===== src/rtl/uart_rb_pkg.sv =====
package uart_rb_pkg;
  localparam int REG_W = 8;
  localparam int NUM_FLOW = 4;

  typedef enum logic [3:0] {
    SEL_DATA   = 4'd0,
    SEL_IER    = 4'd1,
    SEL_ISRFCR = 4'd2,
    SEL_LCR    = 4'd3,
    SEL_MCR    = 4'd4,
    SEL_LSR    = 4'd5,
    SEL_MSR    = 4'd6,
    SEL_SPR    = 4'd7,
    SEL_DLL    = 4'd8,
    SEL_DLM    = 4'd9,
    SEL_EFR    = 4'd10,
    SEL_FLOW0  = 4'd11,
    SEL_FLOW1  = 4'd12,
    SEL_FLOW2  = 4'd13,
    SEL_FLOW3  = 4'd14
  } sel_e;

  localparam logic [3:0] FLOW_BASE = 4'd11;

  // Bits that only change while the unlock bit is set
  localparam logic [REG_W-1:0] IER_LOCK_M = 8'hF0;
  localparam logic [REG_W-1:0] FCR_LOCK_M = 8'h30;
  localparam logic [REG_W-1:0] MCR_LOCK_M = 8'hE4;
  localparam logic [REG_W-1:0] ISR_LOCK_M = 8'h30;
  localparam int UNLOCK_BIT = 4;

  function automatic logic [REG_W-1:0] gated_wr(
    input logic [REG_W-1:0] old_v,
    input logic [REG_W-1:0] new_v,
    input logic [REG_W-1:0] lock_m,
    input logic             unlocked
  );
    gated_wr = unlocked ? new_v : ((new_v & ~lock_m) | (old_v & lock_m));
  endfunction
endpackage


===== src/rtl/uart_rb_decode.sv =====
module uart_rb_decode
  import uart_rb_pkg::*;
#(
  parameter logic [REG_W-1:0] KEY_VAL = 8'hBF,
  parameter int               DLAB_BIT = 7
) (
  input  logic [2:0]       addr,
  input  logic [REG_W-1:0] lcr,
  output sel_e             sel
);
  logic key_bank;
  logic div_bank;

  assign key_bank = (lcr == KEY_VAL);
  assign div_bank = lcr[DLAB_BIT];

  always_comb begin
    sel = SEL_DATA;
    unique case (addr)
      3'd0: sel = div_bank ? SEL_DLL : SEL_DATA;
      3'd1: sel = div_bank ? SEL_DLM : SEL_IER;
      3'd2: sel = key_bank ? SEL_EFR : SEL_ISRFCR;
      3'd3: sel = SEL_LCR;
      3'd4: sel = key_bank ? SEL_FLOW0 : SEL_MCR;
      3'd5: sel = key_bank ? SEL_FLOW1 : SEL_LSR;
      3'd6: sel = key_bank ? SEL_FLOW2 : SEL_MSR;
      3'd7: sel = key_bank ? SEL_FLOW3 : SEL_SPR;
      default: sel = SEL_DATA;
    endcase
  end
endmodule


===== src/rtl/uart_rb_regs.sv =====
module uart_rb_regs
  import uart_rb_pkg::*;
#(
  parameter logic [REG_W-1:0] LCR_RST = 8'h03
) (
  input  logic                      clk,
  input  logic                      rst_n,
  input  logic                      wr_en,
  input  sel_e                      sel,
  input  logic [REG_W-1:0]          wdata,
  output logic [REG_W-1:0]          lcr,
  output logic [REG_W-1:0]          ier,
  output logic [REG_W-1:0]          fcr,
  output logic [REG_W-1:0]          mcr,
  output logic [REG_W-1:0]          efr,
  output logic [REG_W-1:0]          spr,
  output logic [REG_W-1:0]          dll,
  output logic [REG_W-1:0]          dlm,
  output logic [NUM_FLOW*REG_W-1:0] flow
);
  logic unlocked;
  assign unlocked = efr[UNLOCK_BIT];

  always_ff @(posedge clk or negedge rst_n) begin
    if (!rst_n) begin
      lcr <= LCR_RST;
      ier <= '0;
      fcr <= '0;
      mcr <= '0;
      efr <= '0;
      spr <= '0;
      dll <= '0;
      dlm <= '0;
    end else if (wr_en) begin
      case (sel)
        SEL_LCR:    lcr <= wdata;
        SEL_IER:    ier <= gated_wr(ier, wdata, IER_LOCK_M, unlocked);
        SEL_ISRFCR: fcr <= gated_wr(fcr, wdata, FCR_LOCK_M, unlocked);
        SEL_MCR:    mcr <= gated_wr(mcr, wdata, MCR_LOCK_M, unlocked);
        SEL_EFR:    efr <= wdata;
        SEL_SPR:    spr <= wdata;
        SEL_DLL:    dll <= wdata;
        SEL_DLM:    dlm <= wdata;
        default:    ;
      endcase
    end
  end

  for (genvar i = 0; i < NUM_FLOW; i++) begin : g_flow
    logic hit;
    assign hit = wr_en && (sel == sel_e'(FLOW_BASE + 4'(i)));
    always_ff @(posedge clk or negedge rst_n) begin
      if (!rst_n)   flow[i*REG_W +: REG_W] <= '0;
      else if (hit) flow[i*REG_W +: REG_W] <= wdata;
    end
  end
endmodule


===== src/rtl/uart_rb_rdmux.sv =====
module uart_rb_rdmux
  import uart_rb_pkg::*;
(
  input  sel_e             sel,
  input  logic             unlocked,
  input  logic             rx_valid,
  input  logic [REG_W-1:0] rx_data,
  input  logic [REG_W-1:0] isr_i,
  input  logic [REG_W-1:0] lsr_i,
  input  logic [REG_W-1:0] msr_i,
  input  logic [REG_W-1:0] lcr,
  input  logic [REG_W-1:0] ier,
  input  logic [REG_W-1:0] mcr,
  input  logic [REG_W-1:0] efr,
  input  logic [REG_W-1:0] spr,
  input  logic [REG_W-1:0] dll,
  input  logic [REG_W-1:0] dlm,
  output logic [REG_W-1:0] rdata
);
  always_comb begin
    rdata = '0;
    case (sel)
      SEL_DATA:   rdata = rx_valid ? rx_data : '0;
      SEL_IER:    rdata = ier;
      SEL_ISRFCR: rdata = unlocked ? isr_i : (isr_i & ~ISR_LOCK_M);
      SEL_LCR:    rdata = lcr;
      SEL_MCR:    rdata = mcr;
      SEL_LSR:    rdata = lsr_i;
      SEL_MSR:    rdata = msr_i;
      SEL_SPR:    rdata = spr;
      SEL_DLL:    rdata = dll;
      SEL_DLM:    rdata = dlm;
      SEL_EFR:    rdata = efr;
      default:    rdata = '0;
    endcase
  end
endmodule


===== src/rtl/uart_regbank.sv =====
module uart_regbank
  import uart_rb_pkg::*;
#(
  parameter logic [REG_W-1:0] KEY_VAL  = 8'hBF,
  parameter logic [REG_W-1:0] LCR_RST  = 8'h03,
  parameter int               DLAB_BIT = 7
) (
  input  logic                      clk,
  input  logic                      rst_n,
  input  logic [2:0]                addr,
  input  logic                      wr_en,
  input  logic                      rd_en,
  input  logic [REG_W-1:0]          wdata,
  output logic [REG_W-1:0]          rdata,
  input  logic                      rx_valid,
  input  logic [REG_W-1:0]          rx_data,
  output logic                      rx_ready,
  output logic                      tx_valid,
  output logic [REG_W-1:0]          tx_data,
  input  logic [REG_W-1:0]          isr_i,
  input  logic [REG_W-1:0]          lsr_i,
  input  logic [REG_W-1:0]          msr_i,
  output logic [REG_W-1:0]          lcr_o,
  output logic [REG_W-1:0]          ier_o,
  output logic [REG_W-1:0]          fcr_o,
  output logic [REG_W-1:0]          mcr_o,
  output logic [REG_W-1:0]          efr_o,
  output logic [2*REG_W-1:0]        divisor_o,
  output logic [NUM_FLOW*REG_W-1:0] flow_chars_o
);
  sel_e             sel;
  logic [REG_W-1:0] spr, dll, dlm;

  uart_rb_decode #(.KEY_VAL(KEY_VAL), .DLAB_BIT(DLAB_BIT)) u_dec (
    .addr (addr),
    .lcr  (lcr_o),
    .sel  (sel)
  );

  uart_rb_regs #(.LCR_RST(LCR_RST)) u_regs (
    .clk   (clk),
    .rst_n (rst_n),
    .wr_en (wr_en),
    .sel   (sel),
    .wdata (wdata),
    .lcr   (lcr_o),
    .ier   (ier_o),
    .fcr   (fcr_o),
    .mcr   (mcr_o),
    .efr   (efr_o),
    .spr   (spr),
    .dll   (dll),
    .dlm   (dlm),
    .flow  (flow_chars_o)
  );

  uart_rb_rdmux u_mux (
    .sel      (sel),
    .unlocked (efr_o[UNLOCK_BIT]),
    .rx_valid (rx_valid),
    .rx_data  (rx_data),
    .isr_i    (isr_i),
    .lsr_i    (lsr_i),
    .msr_i    (msr_i),
    .lcr      (lcr_o),
    .ier      (ier_o),
    .mcr      (mcr_o),
    .efr      (efr_o),
    .spr      (spr),
    .dll      (dll),
    .dlm      (dlm),
    .rdata    (rdata)
  );

  assign rx_ready  = rd_en && (sel == SEL_DATA);
  assign tx_valid  = wr_en && (sel == SEL_DATA);
  assign tx_data   = wdata;
  assign divisor_o = {dlm, dll};
endmodule


===== config.mk =====
export PLATFORM = sky130hd
export DESIGN_NAME = uart_regbank
export DESIGN_NICKNAME = d
export VERILOG_FILES = /design/src/rtl/uart_rb_pkg.sv /design/src/rtl/uart_rb_decode.sv /design/src/rtl/uart_rb_regs.sv /design/src/rtl/uart_rb_rdmux.sv /design/src/rtl/uart_regbank.sv
export SDC_FILE = /design/constraint.sdc
export NUM_CORES = 1
export LEC_CHECK = 0
export ABC_AREA = 1
export BUFFER_PORTS_ARGS = -buffer_cell sky130_fd_sc_hd__buf_2
export CAP_MARGIN = 20
export CORE_MARGIN = 2
export CORE_UTILIZATION = 50
export CTS_CLUSTER_DIAMETER = 100
export DETAILED_ROUTE_END_ITERATION = 16
export GPL_TIMING_DRIVEN = 1
export PLACE_DENSITY = 0.78
export SETUP_SLACK_MARGIN = 0.15
export SYNTH_ARGS = -nofsm -noshare
export SYNTH_HDL_FRONTEND = slang
export SYNTH_HIERARCHICAL = 1
export SYNTH_SLANG_ARGS = --single-unit

===== constraint.sdc =====
create_clock -name clk -period 4.24 [get_ports clk]
set_input_delay 0.636 -clock clk [delete_from_list [all_inputs] [get_ports clk]]
set_output_delay 0.636 -clock clk [all_outputs]
set_load 0.05 [all_outputs]

==> key figures <==
Timing
  • Final setup vio count: 0
  • Max_slew headroom: 0.384
  • Min Tclk post-route: 3.65 ns
  • Final Hold Vio Count: 0
  • Tightest Pin Transition: 0.924 ns
  • Max-slew violations: 0
  • Fin crit share: 0.861
  • Fmax: 274 MHz
  • RSZ-0062 raised after global routing: no
  • Setup TNS: 0 ns
  • Hold WS: 0.395 ns
  • Setup Skew: 0.00811 ns

Synthesis
  • Post-Syn Area: 4900 um^2
  • Post-Syn Instances: 626
  • Syn Nets: 674
  • Synthesis-stage register bit count: 96
  • Adder-cell share of the synthesized area: 0
  • Main combinational cell family by area after synthesis: simple AND/OR/NAND/NOR gates
  • Synth warn: 6
  • Compound-Gate Fraction of Synth Area: 0.0967
  • Post-synthesis mux area share: 0
  • Seq/Total Area, Yosys: 0.490
  • Syn Area/Cell: 7.83 um^2
  • Synth Area in Simple Gates: 0.342
  • Cell variety after synth: 24
  • Post-Synth XOR/XNOR Area: 0

Floorplanning
  • FP Rows: 36
  • Initial core utilization: 0.509
  • IO Count: 154
  • Die ar.: 10600 um^2
  • Core Footprint: 9640 um^2
  • Die Ht: 103 um
  • Die X: 103 um

Global route
  • Gr busiest metal: met2
  • Vias in the first global route: 4407
  • Grt met3 use: 0.0536
  • Largest net degree at the start of global routing: 74
  • GR Overflow Total: 0
  • All-Layer GR Usage: 0.289
  • Antenna violations before repair: 0
  • Met1 Usage GRT: 0.402
  • Met2 Use GR: 0.443
  • First-pass GRT wire length: 22900 um

Critical path
  • R2R Setup Slk: 1.38 ns
  • CP Data Arrival Time: 3.02 ns
  • Top delay family on crit path: simple AND/OR/NAND/NOR gates
  • CP endpoint kind: output port
  • Stages on worst setup path: 11
  • Worst reg2reg path depth: 8
  • Worst Path Buf+Inv: 2
  • FF-to-FF Start: u_regs/lcr[1]$_DFFE_PN1P_
  • CP required: 3.60 ns
  • Worst Setup Start Kind: flip-flop
  • CP peak stage delay: 0.57 ns
  • Worst Path Class, Setup: reg2out
  • CP Max Fanout: 18
  • Worst-path cell with the longest stage delay: dfstp_2
  • RR Endpoint: u_regs/flow[18]$_DFFE_PN0P_
  • Critical-path cell list: nand2_2 > nor2_4 > nand4_2 > nand2_1 > inv_1 > nor2_4 > nand3_1 > nand2_1 > nor2_1 > nand3_1 > buf_2

Status
  • Result of the run: finished clean

CTS
  • CTS tree: built
  • Post-cts resize count: 0
  • Worst-case clock buffer depth: 2
  • CTS H-tree lvls: 3
  • Worst-path clk slew: 0.09 ns
  • Num CTS Buffers: 9
  • Root buffer cell: clkbuf_8
  • Post-CTS setup buffer count: 0
  • Clock Latency Late Sink: 0.37 ns
  • Clock sink count: 96
  • Hold-fix buffers, CTS: 0

Pwr
  • Power per cell area: 472 nW/um^2
  • Internal power: 1.59 mW
  • Seq pwr share: 0.420
  • Total Power: 2.77 mW
  • Clock network fraction of total power: 0.235
  • LEAKAGE: 3.31 nW
  • Net switching power: 1.17 mW
  • Logic pwr share: 0.345
  • Peak supply drop: 0.199 mV
  • Sw Ratio: 0.424

Placement
  • Port bufs: 153
  • Routability cong.: 0.970
  • DP Cell Count: 885
  • DPL Wire Length: 10900 um
  • Area after DPL: 5660 um^2

Final layout
  • Finished Cell Area: 5870 um^2
  • FF+latch area: 2400 um^2
  • Share of cells above drive strength 1: 0.273
  • Layout Cells excl Fill: 899
  • Nets@finish: 811
  • Synthesis-to-finish area growth: 19.6%
  • # diodes: 0
  • Multi-input logic area: 2150 um^2
  • # fillers: 908

Detailed routing
  • DR DRC count: 0
  • Overall routed net length: 15100 um
  • Number of DRC markers in iteration 0: 463
  • Vias per inst: 5.48
  • Wire length per cell: 16.8 um
  • Post-route ant nets: 0
  • DRT Pass-1 Iters: 6
  • Routed vias: 4924

Run
  • Max-cap violations: 0

Min path
  • HP Class: in2async
cell usage in the layout, fill, tap and decap left out, drive strengths merged:
cell and count:
nand2 212, buf 158, dfrtp 94, nand3 91, o21ai 87, nor2 62
inv 34, clkbuf 11, nand4 9, bufinv 2, dfstp 2, clkinvlp 1
a21oi 1, nor3 1, nand3b 1
power by group through the flow:
stage | combinational, mW | clock, mW | sequential [mW]
finish | 0.955 | 0.650 | 1.16
global placement | 0.941 | 0 | 1.18
detailed placement | 0.954 | 0 | 1.18
global route | 1.01 | 0.689 | 1.18
floorplan | 0.282 | 0 | 1.58
CTS | 0.955 | 0.661 | 1.16
synthesized netlist by cell type (all sizes together):
cell type | number | area [um^2]
a21oi | 1 | 5.00
buf | 29 | 208
clkbuf | 3 | 11.3
dfrtp | 94 | 2350
dfstp | 2 | 52.6
inv | 34 | 128
nand2 | 212 | 816
nand3 | 91 | 478
nand3b | 1 | 20.0
nand4 | 9 | 62.6
nor2 | 62 | 298
nor3 | 1 | 5.00
o21ai | 87 | 469
per-stage QoR:
| step | setup WS, ns | utilization |
|---|---|---|
| 3_3_place_gp | 0.987 | 0.587 |
| 3_5_place_dp | 0.904 | 0.587 |
| 4_1_cts | 0.628 | 0.609 |
| 2_1_floorplan | 1.05 | - |
| 5_1_grt | 0.397 | 0.609 |
| 6_report | 0.589 | 0.609 |
cells by family after synthesis:
family                 after synthesis
AOI/OAI and AO/OA                   88
buffers and inverters               66
DFF                                 96
and+or+nand+nor                    376
worst max path at each step:
stage | start | slack, ns | endpoint
CTS | u_regs/lcr[1]$_DFFE_PN1P_ | 0.63 | rdata[7]
floorplan | u_regs/lcr[5]$_DFFE_PN0P_ | 1.05 | rdata[6]
detailed placement | addr[1] | 0.90 | rdata[4]
global route | u_regs/lcr[1]$_DFFE_PN1P_ | 0.40 | rdata[4]
finish | u_regs/lcr[1]$_DFFE_PN1P_ | 0.59 | rdata[0]
global placement | addr[1] | 0.99 | rdata[4]
state kept, by name (all words and copies together), names as in the netlist:
register and cells:
u_regs/spr 8, u_regs/mcr 8, u_regs/ier 8, u_regs/fcr 8, u_regs/dll 8, u_regs/efr 8
u_regs/flow 32, u_regs/lcr 8, u_regs/dlm 8
cell type report:
cell class              instances  area share
clock buffers                  11      0.0241
repair buffers                158       0.137
flip-flops and latches         96       0.410
multi-input cells             464       0.367
clock inverters                 3      0.0115
inverters                      34      0.0218
well taps                     133      0.0284
routing by layer:
layer  routed length, um  up-vias
met5                   0        -
met4                 555        0
met3                1350       48
met2                7040      271
met1                6180     2289
li1                    -     2316
worst reg2reg max path, stage by stage (launching register included):
cell     delay (ns)
dfstp_2        0.57
nand2_2        0.07
nor2_4         0.15
nand2_1        0.09
o21ai_1        0.58
nand2_1        0.55
nor2_1         0.59
nand2_1        0.12
nand2_1        0.09
(Power assumes the default switching activity.)
